## src/rtl/tmr_pkg.sv

```systemverilog
package tmr_pkg;

    typedef enum logic [0:0] {
        ST_HALT = 1'b0,
        ST_RUN  = 1'b1
    } run_state_e;

    // Live words
    localparam int unsigned OFF_CTRL   = 32'h00;
    localparam int unsigned OFF_IRQEN  = 32'h0C;
    localparam int unsigned OFF_STAT   = 32'h10;
    localparam int unsigned OFF_COUNT  = 32'h24;
    localparam int unsigned OFF_PRESC  = 32'h28;
    localparam int unsigned OFF_RELOAD = 32'h2C;

    // Words that only hold what software writes
    localparam int N_PLAIN = 13;
    localparam int unsigned PLAIN_OFF [N_PLAIN] = '{
        32'h04, 32'h08, 32'h14, 32'h18, 32'h1C, 32'h20,
        32'h34, 32'h38, 32'h3C, 32'h40, 32'h48, 32'h4C, 32'h50
    };

endpackage

```

## src/rtl/tmr_prescaler.sv

```systemverilog
module tmr_prescaler #(
    parameter int CNT_W = 32
) (
    input  logic             clk,
    input  logic             rst_n,
    input  logic             run,
    input  logic [CNT_W-1:0] presc,
    output logic             tick
);
    logic [CNT_W-1:0] phase_q;

    // A lowered prescale value below the current phase still ends the period.
    assign tick = run && (phase_q >= presc);

    always_ff @(posedge clk) begin
        if (!rst_n) begin
            phase_q <= '0;
        end else if (run) begin
            phase_q <= tick ? '0 : phase_q + 1'b1;
        end
    end
endmodule

```

## src/rtl/tmr_counter.sv

```systemverilog
module tmr_counter
    import tmr_pkg::*;
#(
    parameter int CNT_W = 32
) (
    input  logic             clk,
    input  logic             rst_n,
    input  logic             enable,
    input  logic             upd_en,
    input  logic             tick,
    input  logic [CNT_W-1:0] reload,
    input  logic             cnt_wr,
    input  logic [CNT_W-1:0] cnt_wdata,
    output logic             run,
    output logic             wrap,
    output logic [CNT_W-1:0] count,
    output logic             irq
);
    run_state_e state_q, state_nxt;
    logic [CNT_W-1:0] count_q;
    logic             irq_q;

    // State register
    always_ff @(posedge clk) begin
        if (!rst_n) state_q <= ST_HALT;
        else        state_q <= state_nxt;
    end

    // Transitions: idle / start out of HALT, keep / stop out of RUN
    always_comb begin
        state_nxt = state_q;
        unique case (state_q)
            ST_HALT: state_nxt = enable ? ST_RUN  : ST_HALT;
            ST_RUN:  state_nxt = enable ? ST_RUN  : ST_HALT;
        endcase
    end

    // Outputs of the machine
    always_comb begin
        run  = 1'b0;
        wrap = 1'b0;
        unique case (state_q)
            ST_HALT: begin
                run  = 1'b0;
                wrap = 1'b0;
            end
            ST_RUN: begin
                run  = 1'b1;
                wrap = tick && (count_q == reload);
            end
        endcase
    end

    always_ff @(posedge clk) begin
        if (!rst_n) begin
            count_q <= '0;
            irq_q   <= 1'b0;
        end else begin
            if (cnt_wr)        count_q <= cnt_wdata;
            else if (wrap)     count_q <= '0;
            else if (tick)     count_q <= count_q + 1'b1;
            irq_q <= wrap && upd_en;
        end
    end

    assign count = count_q;
    assign irq   = irq_q;
endmodule

```

## src/rtl/tmr_regfile.sv

```systemverilog
module tmr_regfile
    import tmr_pkg::*;
#(
    parameter int DATA_W = 32,
    parameter int ADDR_W = 8,
    parameter int CNT_W  = 32
) (
    input  logic              clk,
    input  logic              rst_n,
    input  logic [ADDR_W-1:0] bus_addr,
    input  logic              bus_we,
    input  logic [DATA_W-1:0] bus_wdata,
    output logic [DATA_W-1:0] bus_rdata,
    input  logic [CNT_W-1:0]  count,
    input  logic              wrap,
    output logic              enable,
    output logic              upd_en,
    output logic              flag,
    output logic [CNT_W-1:0]  presc,
    output logic [CNT_W-1:0]  reload,
    output logic              cnt_wr,
    output logic [CNT_W-1:0]  cnt_wdata
);
    logic [DATA_W-1:0] ctrl_q, irqen_q, stat_q;
    logic [CNT_W-1:0]  presc_q, reload_q;
    logic [DATA_W-1:0] plain_q [N_PLAIN];

    function automatic logic hit(input logic [ADDR_W-1:0] a, input int unsigned off);
        return a == ADDR_W'(off);
    endfunction

    logic wr_ctrl, wr_irqen, wr_stat, wr_presc, wr_reload;
    assign wr_ctrl   = bus_we && hit(bus_addr, OFF_CTRL);
    assign wr_irqen  = bus_we && hit(bus_addr, OFF_IRQEN);
    assign wr_stat   = bus_we && hit(bus_addr, OFF_STAT);
    assign wr_presc  = bus_we && hit(bus_addr, OFF_PRESC);
    assign wr_reload = bus_we && hit(bus_addr, OFF_RELOAD);
    assign cnt_wr    = bus_we && hit(bus_addr, OFF_COUNT);
    assign cnt_wdata = bus_wdata[CNT_W-1:0];

    always_ff @(posedge clk) begin
        if (!rst_n) begin
            ctrl_q   <= '0;
            irqen_q  <= '0;
            stat_q   <= '0;
            presc_q  <= '0;
            reload_q <= '0;
        end else begin
            if (wr_ctrl)   ctrl_q   <= bus_wdata;
            if (wr_irqen)  irqen_q  <= bus_wdata;
            if (wr_presc)  presc_q  <= bus_wdata[CNT_W-1:0];
            if (wr_reload) reload_q <= bus_wdata[CNT_W-1:0];
            // Hardware set is ORed after the software AND, so the set wins.
            stat_q <= (wr_stat ? (stat_q & bus_wdata) : stat_q)
                      | DATA_W'(wrap && irqen_q[0]);
        end
    end

    for (genvar i = 0; i < N_PLAIN; i++) begin : g_plain
        always_ff @(posedge clk) begin
            if (!rst_n)                                   plain_q[i] <= '0;
            else if (bus_we && hit(bus_addr, PLAIN_OFF[i])) plain_q[i] <= bus_wdata;
        end
    end

    always_comb begin
        bus_rdata = '0;
        if (hit(bus_addr, OFF_CTRL))   bus_rdata = ctrl_q;
        if (hit(bus_addr, OFF_IRQEN))  bus_rdata = irqen_q;
        if (hit(bus_addr, OFF_STAT))   bus_rdata = stat_q;
        if (hit(bus_addr, OFF_COUNT))  bus_rdata = DATA_W'(count);
        if (hit(bus_addr, OFF_PRESC))  bus_rdata = DATA_W'(presc_q);
        if (hit(bus_addr, OFF_RELOAD)) bus_rdata = DATA_W'(reload_q);
        for (int i = 0; i < N_PLAIN; i++) begin
            if (hit(bus_addr, PLAIN_OFF[i])) bus_rdata = plain_q[i];
        end
    end

    assign enable = ctrl_q[0];
    assign upd_en = irqen_q[0];
    assign flag   = stat_q[0];
    assign presc  = presc_q;
    assign reload = reload_q;
endmodule

```

## src/rtl/tick_timer.sv

```systemverilog
module tick_timer #(
    parameter int DATA_W = 32,
    parameter int ADDR_W = 8,
    parameter int CNT_W  = 32
) (
    input  logic              clk,
    input  logic              rst_n,
    input  logic [ADDR_W-1:0] bus_addr,
    input  logic              bus_we,
    input  logic [DATA_W-1:0] bus_wdata,
    output logic [DATA_W-1:0] bus_rdata,
    output logic              irq
);
    logic             enable_w, upd_en_w, flag_w, run_w, tick_w, wrap_w, cnt_wr_w;
    logic [CNT_W-1:0] presc_w, reload_w, count_w, cnt_wdata_w;

    tmr_regfile #(.DATA_W(DATA_W), .ADDR_W(ADDR_W), .CNT_W(CNT_W)) u_regs (
        .clk       (clk),
        .rst_n     (rst_n),
        .bus_addr  (bus_addr),
        .bus_we    (bus_we),
        .bus_wdata (bus_wdata),
        .bus_rdata (bus_rdata),
        .count     (count_w),
        .wrap      (wrap_w),
        .enable    (enable_w),
        .upd_en    (upd_en_w),
        .flag      (flag_w),
        .presc     (presc_w),
        .reload    (reload_w),
        .cnt_wr    (cnt_wr_w),
        .cnt_wdata (cnt_wdata_w)
    );

    tmr_prescaler #(.CNT_W(CNT_W)) u_presc (
        .clk   (clk),
        .rst_n (rst_n),
        .run   (run_w),
        .presc (presc_w),
        .tick  (tick_w)
    );

    tmr_counter #(.CNT_W(CNT_W)) u_cnt (
        .clk       (clk),
        .rst_n     (rst_n),
        .enable    (enable_w),
        .upd_en    (upd_en_w),
        .tick      (tick_w),
        .reload    (reload_w),
        .cnt_wr    (cnt_wr_w),
        .cnt_wdata (cnt_wdata_w),
        .run       (run_w),
        .wrap      (wrap_w),
        .count     (count_w),
        .irq       (irq)
    );
endmodule

```

## config.mk

```make
export PLATFORM = sky130hd
export DESIGN_NAME = tick_timer
export DESIGN_NICKNAME = d
export VERILOG_FILES = /design/src/rtl/tmr_pkg.sv /design/src/rtl/tmr_prescaler.sv /design/src/rtl/tmr_counter.sv /design/src/rtl/tmr_regfile.sv /design/src/rtl/tick_timer.sv
export SDC_FILE = /design/constraint.sdc
export NUM_CORES = 1
export LEC_CHECK = 0
export BUFFER_PORTS_ARGS = -buffer_cell sky130_fd_sc_hd__clkbuf_2
export CORE_MARGIN = 10
export CORE_UTILIZATION = 45
export DETAILED_ROUTE_END_ITERATION = 8
export GPL_TIMING_DRIVEN = 0
export PLACE_DENSITY = 0.73
export SYNTH_ARGS = -nofsm -noshare
export SYNTH_HDL_FRONTEND = slang
export SYNTH_SLANG_ARGS = --single-unit
```

## constraint.sdc

```tcl
create_clock -name clk -period 3.16 [get_ports clk]
set_clock_uncertainty 0.05 [all_clocks]
set_input_delay 0.316 -clock clk [delete_from_list [all_inputs] [get_ports clk]]
set_output_delay 0.316 -clock clk [all_outputs]
set_load 0.01 [all_outputs]
```

==> results of run 1 <==
layer usage:
| metal | GRT usage | routed length, microns |
|---|---|---|
| met1 | 0.3708 | 42960 |
| met2 | 0.4347 | 50550 |
| met3 | 0.07142 | 15750 |
| met4 | 0.1596 | 7513 |
| met5 | 0.0006402 | 0 |
power groups by stage:
stage                     registers, mW  clock network [mW]  logic, mW
after floorplan                    9.43                   0      0.405
after global placement             9.46                   0      0.763
after detailed placement           9.46                   0      0.790
after CTS                          9.28                7.92      0.839
after global routing               9.31                8.24      0.915
final                              9.29                8.00      0.899
cell families after synthesis:
group                      after synthesis  synth area share
AOI/OAI and AO/OA                      715            0.1536
buffers and inverters                  317           0.04141
and+or+nand+nor                       1254            0.2108
DFF                                    642            0.5575
xor gates and xnor gates                65           0.01865
muxes                                   12          0.004100
adders and majority gates               34           0.01394
worst min-delay path, cell delays in order:
cell and delay, ns:
buf_2 0.21, nand2_1 0.10, a21oi_1 0.05
registers in the layout, summed over array words and instances (netlist names):
register and count:
u_regs.reload 32, u_regs.ctrl_q 32, u_regs.presc 32, u_regs.stat_q 32, u_cnt.state_q 1, u_regs.irqen_q 32
u_regs.plain_q 416, u_cnt.irq 1, u_cnt.count 32, u_presc.phase_q 32
what timing repair did:
item	in CTS	in global routing
endpoints found under the setup margin	447	65
pin swaps	17	22
setup buffers	30	10
gates cloned	0	0
endpoints found under the hold margin	0	0
resized for setup	214	103
path summary, 6_finish.rpt:
check                                       from                              to  slack (ns)  cells past startpoint
setup / recovery                     bus_addr[0]                    bus_rdata[9]       -0.07                     10
hold / removal                      bus_wdata[0]    u_regs.presc[0]$_SDFFE_PN0P_        0.05                      3
setup reg to reg     u_cnt.count[0]$_SDFFE_PN0P_    u_cnt.count[22]$_SDFFE_PN0P_       -0.02                      8
hold reg to reg   u_regs.stat_q[25]$_SDFFE_PN0P_  u_regs.stat_q[25]$_SDFFE_PN0P_        0.39                      1
final cells by class:
type / count / area, sq um / share of cell area
sequential: 642 / 17020 / 0.4803
multi-input combinational: 2080 / 12940 / 0.3654
clock buffer: 93 / 1857 / 0.05241
buffer: 269 / 1396 / 0.03941
tap: 873 / 1092 / 0.03083
timing repair buffer: 86 / 656.9 / 0.01854
clock inverter: 32 / 297.8 / 0.008405
inverter: 45 / 168.9 / 0.004767
cell usage after synthesis, types with 29 or more instances:
cell type  instances  share of area
a21oi_1          228          0.037
a22oi_1           74          0.018
a31oi_1           41         0.0084
and2_1           426          0.087
buf_2             32         0.0052
clkbuf_1         228          0.028
dfxtp_1          226           0.15
edfxtp_1         416           0.41
ha_1              34          0.014
inv_1             44         0.0054
nand2_1          427          0.053
nand3_1           48         0.0079
nor2_1           178          0.022
nor3_1            29         0.0048
o211a_1           32          0.010
o21ai_0          120          0.020
o22ai_1           57          0.012
xor2_1            54          0.015
through the flow:
step | instance area [sq um] | util | worst slack [ns] | std cells
after floorplan | 30520 | - | 0.06161 | 3039
after global placement | 31820 | 0.4738 | -2.268 | 3953
after detailed placement | 31970 | 0.4761 | -1.539 | 3958
after CTS | 35060 | 0.5220 | -0.003489 | 4111
after global routing | 35430 | 0.5276 | -0.1199 | 4120
final | 35430 | 0.5276 | -0.07229 | 4120
cells in the final DEF (no fill, tap or decap), types with 23 or more instances in the layout:
cell type / instances
clkbuf_2: 55
a222oi_1: 26
o21ai_0: 116
xor2_1: 54
buf_4: 59
ha_1: 34
nor3_1: 23
edfxtp_1: 416
nand4_1: 27
nor2_1: 160
o22ai_1: 56
clkbuf_1: 197
a31oi_1: 37
nand2_1: 398
a22oi_1: 74
inv_1: 44
o211a_1: 32
clkbuf_16: 69
nand3_1: 47
a21oi_1: 219
dfxtp_1: 226
nand2_2: 24
and2_1: 426
==> results.toml, run 1 <==
[cts]
path_clk_slew_ns = 0.06
cts_tree = "yes"
clk_latency_ns = 0.63
h-tree-depth = 3
hold_buffers = 0
cts_max_path_buffers = 3
cts_sinks = 642
cts_buffers = 68
cts_root_buf = "clkbuf_16"

[logic_synthesis]
syn-num-nets = 3116
synth_edf_count = 416
synth_warnings = 0
netlist-cell-type-count = 84
yosysSeqAreaShare = 0.5575
syn_inst = 3039
ys_seq_elements = 642
synthArstFlopShare = 0
synth_top_flop_cell = "edfxtp_1"
avgSynthCellArea_sq_um = 10.04
synth_area_sq_mm = 0.03052

[power]
leakage_nw = 12.66
peakVddDrop_uv = 350.7
finalPower_mw = 18.19
power_density_mw_per_mm2 = 513.4
clkPwrFrac = 0.440
p_sw_mw = 4.377
pwr-share-comb = 0.049
p_int_mw = 13.81
seq_power_share = 0.511
sw_frac_of_total = 0.2406

[place]
dp_hpwl_microns = 83140
place_congestion = 0.9991
numPortBuffers = 41

[worst_setup_path]
required_ns = 2.79
slowest_delay_ns = 0.63
critPathMostFrequentCell = "buf_6"
worstPathArrival_ns = 2.87
crit_path_cell_trace = "buf_4 > or4b_4 > nor2_4 > buf_6 > buf_6 > nand2_1 > a41oi_2 > o221ai_1 > a21oi_1 > clkbuf_2"
crit_type = "input port to output pin"
startpoint_type = "input port"
slowest_stage = "or4b_4"
path_buf_inv = 4
crit_family = "simple AND/OR/NAND/NOR gates"
end_kind = "output pin"
worst-path-max-fanout = 10

[final_layout]
diodes = 0
num-fill-cells = 5741
area_delta_synth_final_pct = 16.09
drive_gt1_frac = 0.1287
layout.nets = 3269

[timing]
fin_ws_ns = -0.07229
relSlewSlack = 0.1926
period_minus_slack_ns = 3.232
maxSlewViolCount = 0
fin_tns_setup_ns = -0.1802
finalCritPeriodShare = 1.023
hold_violations = 0
fmax_mhz = 309.4
setup-violations-final = 7
fin_hold_ws_ns = 0.04632
worst_slew_pin_slew_ns = 1.211
rsz0062_at_grt = "yes"

[run_status]
status = "finished with violations"
failed_checks = "negative setup slack"

[grt]
antenna_found_initial = 1
grt_pass1_vias = 24654
grt_use_total = 0.2867
grt_remaining_overflow = 0
grt_start_max_net_pins = 33
grt_pass1_wl_microns = 166100

[run]
drv_cap = 0

[drt]
drtIter0Drc = 4545
detail-route-antenna-nets = 0
dr.pass1.iters = 7
vias = 26505
wl_microns = 116800
viasPerCell = 6.433
drc_errors = 0
wl_per_cell_microns = 28.34

[floorplanning]
core_area_sq_mm = 0.06716
die-area_sq_mm = 0.07864
io_pins = 76
rows = 95
die_h_microns = 280.4
initial_core_util = 0.4545
die_w_microns = 280.4

[min_path]
min_path_type = "input port to flop"
(Power assumes the default switching activity.)
==> run 2: changes to the inputs <==
Settings changed: CORE_MARGIN 10 to 2.
==> run 2 against run 1 <==
  * Cell count decreased by 0.17%
  * Combinational power fell by 1%
  * Largest cell class unchanged
  * Power increased by 1.6%
  * Utilization is essentially flat
  * Global-route usage increased by 3.7 points
  * Via count increased by 0.61%
  * Sequential share of layout area barely moved
  * The run still ends with negative setup slack left
  * Setup slack improved by 0.0022 ns
  * Register-to-register slack about the same
  * Critical endpoint is now bus_rdata[12]
  * Count of clock-buffer cells in the layout is 5 lower
  * Maximum frequency about the same
  * Critical path depth stayed put
==> results.toml, run 2 (synthesis results as in run 1) <==
[min_path]
hold_end = "u_regs.ctrl_q[0]$_SDFFE_PN0P_"
min_path_type = "input port to flop"
hold_start = "bus_wdata[0]"
min_path_cells = 3

[drt]
drtIter0Drc = 4541
drc_errors = 0
viasPerCell = 6.484
detail-route-antenna-nets = 0
wl_per_cell_microns = 28.34
wl_microns = 116600
vias = 26668
dr.pass1.iters = 6

[worst_setup_path]
end_kind = "output pin"
worstPathArrival_ns = 2.86
required_ns = 2.79
crit_type = "input port to output pin"
r2r_cells = 8
r2r_setup_slack_ns = -0.03
startpoint_type = "input port"
worst-path-max-fanout = 10
rr_endpoint = "u_cnt.count[26]$_SDFFE_PN0P_"
reg2reg_from = "u_cnt.count[10]$_SDFFE_PN0P_"

[final_layout]
fin_area_sq_mm = 0.03542
area_delta_synth_final_pct = 16.04
stdcell_count = 4113
final_cell_mix = "426 x and2_1, 416 x edfxtp_1, 400 x nand2_1"
drive_gt1_frac = 0.1272
layout.nets = 3264
final_common_cell = "and2_1"
largest_register_ffs = 416
postLayoutCoreUtil = 0.5274
top_register = "u_regs.plain_q"

[place]
dp_hpwl_microns = 83050
numPortBuffers = 41
place_congestion = 0.9742
dp_slack_ns = -1.530
dp.cells = 3959
placed_area_sq_mm = 0.03200

[grt]
antenna_found_initial = 3
grt_start_max_net_pins = 33
grt_use_total = 0.3233
grt_pass1_vias = 24481
grt_pass1_wl_microns = 165400
grt_remaining_overflow = 0

[power]
p_sw_mw = 4.351
pwr-share-comb = 0.048
seq_power_share = 0.503
finalPower_mw = 18.49
sw_frac_of_total = 0.2353
power_density_mw_per_mm2 = 522.0
clkPwrFrac = 0.449
p_int_mw = 14.14
peakVddDrop_uv = 369.6
leakage_nw = 12.65

[run_status]
status = "finished with violations"
failed_checks = "negative setup slack"

[timing]
rsz0062_at_grt = "yes"
fin_tns_setup_ns = -0.3632
relSlewSlack = 0.1120
period_minus_slack_ns = 3.230
hold_violations = 0
worst_slew_pin_slew_ns = 1.332
fin_ws_ns = -0.07007
maxSlewViolCount = 0
setup-violations-final = 13
finalCritPeriodShare = 1.022
fin_hold_ws_ns = 0.06258
fmax_mhz = 309.6

[cts]
cts_tree = "yes"
hold_buffers = 0
h-tree-depth = 3
clk_latency_ns = 0.63
path_clk_slew_ns = 0.06
cts_max_path_buffers = 3
cts_root_buf = "clkbuf_16"
cts_sinks = 642
cts_buffers = 68

[run]
drv_cap = 0

[floorplanning]
rows = 95
io_pins = 76
die-area_sq_mm = 0.06992
die_h_microns = 264.4
core_area_sq_mm = 0.06716
initial_core_util = 0.4545
die_w_microns = 264.4
==> run 2: how the worst max path moves through the flow <==
stage	startpoint	endpoint	slack, ns	cells after the start
2_1_floorplan	bus_addr[0]	u_regs.plain_q[1][32]$_SDFFCE_PN0P_	0.06	8
3_3_place_gp	bus_addr[3]	u_regs.plain_q[1][132]$_SDFFCE_PN0P_	-2.30	9
3_5_place_dp	bus_addr[3]	u_regs.plain_q[1][141]$_SDFFCE_PN0P_	-1.53	10
4_1_cts	bus_addr[4]	bus_rdata[10]	-0.0004	10
5_1_grt	u_cnt.count[10]$_SDFFE_PN0P_	u_cnt.count[26]$_SDFFE_PN0P_	-0.06	8
6_report	bus_addr[2]	bus_rdata[12]	-0.07	10
==> run 2: routing by layer <==
metal,vias up,GRT usage,routed length [microns]
li1,11185,-,-
met1,12762,0.4317,42920
met2,2245,0.4812,50300
met3,472,0.07320,15560
met4,4,0.1935,7769
met5,-,0,25
==> run 2: layout make-up <==
type	instances	area (sq um)
antenna	1	2.502
buffer	270	1349
clock buffer	88	1888
clock inverter	34	384.1
fill	5830	31740
inverter	45	168.9
multi-input combinational	2080	12900
sequential	642	17020
tap	873	1092
timing repair buffer	80	615.6
==> run 2: power by group through the flow <==
stage | clock, mW | sequential [mW] | combinational [mW]
floorplan | 0 | 9.43 | 0.405
global placement | 0 | 9.46 | 0.762
detailed placement | 0 | 9.46 | 0.793
CTS | 8.22 | 9.28 | 0.836
global route | 8.55 | 9.31 | 0.902
finish | 8.31 | 9.29 | 0.889
==> run 2: what timing repair did <==
action | CTS | global route
endpoints found under the setup margin | 412 | 89
pin swaps | 19 | 21
gates resized for setup | 199 | 81
buffers inserted | 24 | 9
==> run 2: critical path: stages <==
cell	delay, ns
clkbuf_2	0.17
buf_4	0.23
and4bb_2	0.33
buf_6	0.22
nand2_1	0.34
o211ai_1	0.41
a31oi_1	0.17
a2111oi_2	0.38
o41ai_2	0.13
clkbuf_2	0.15
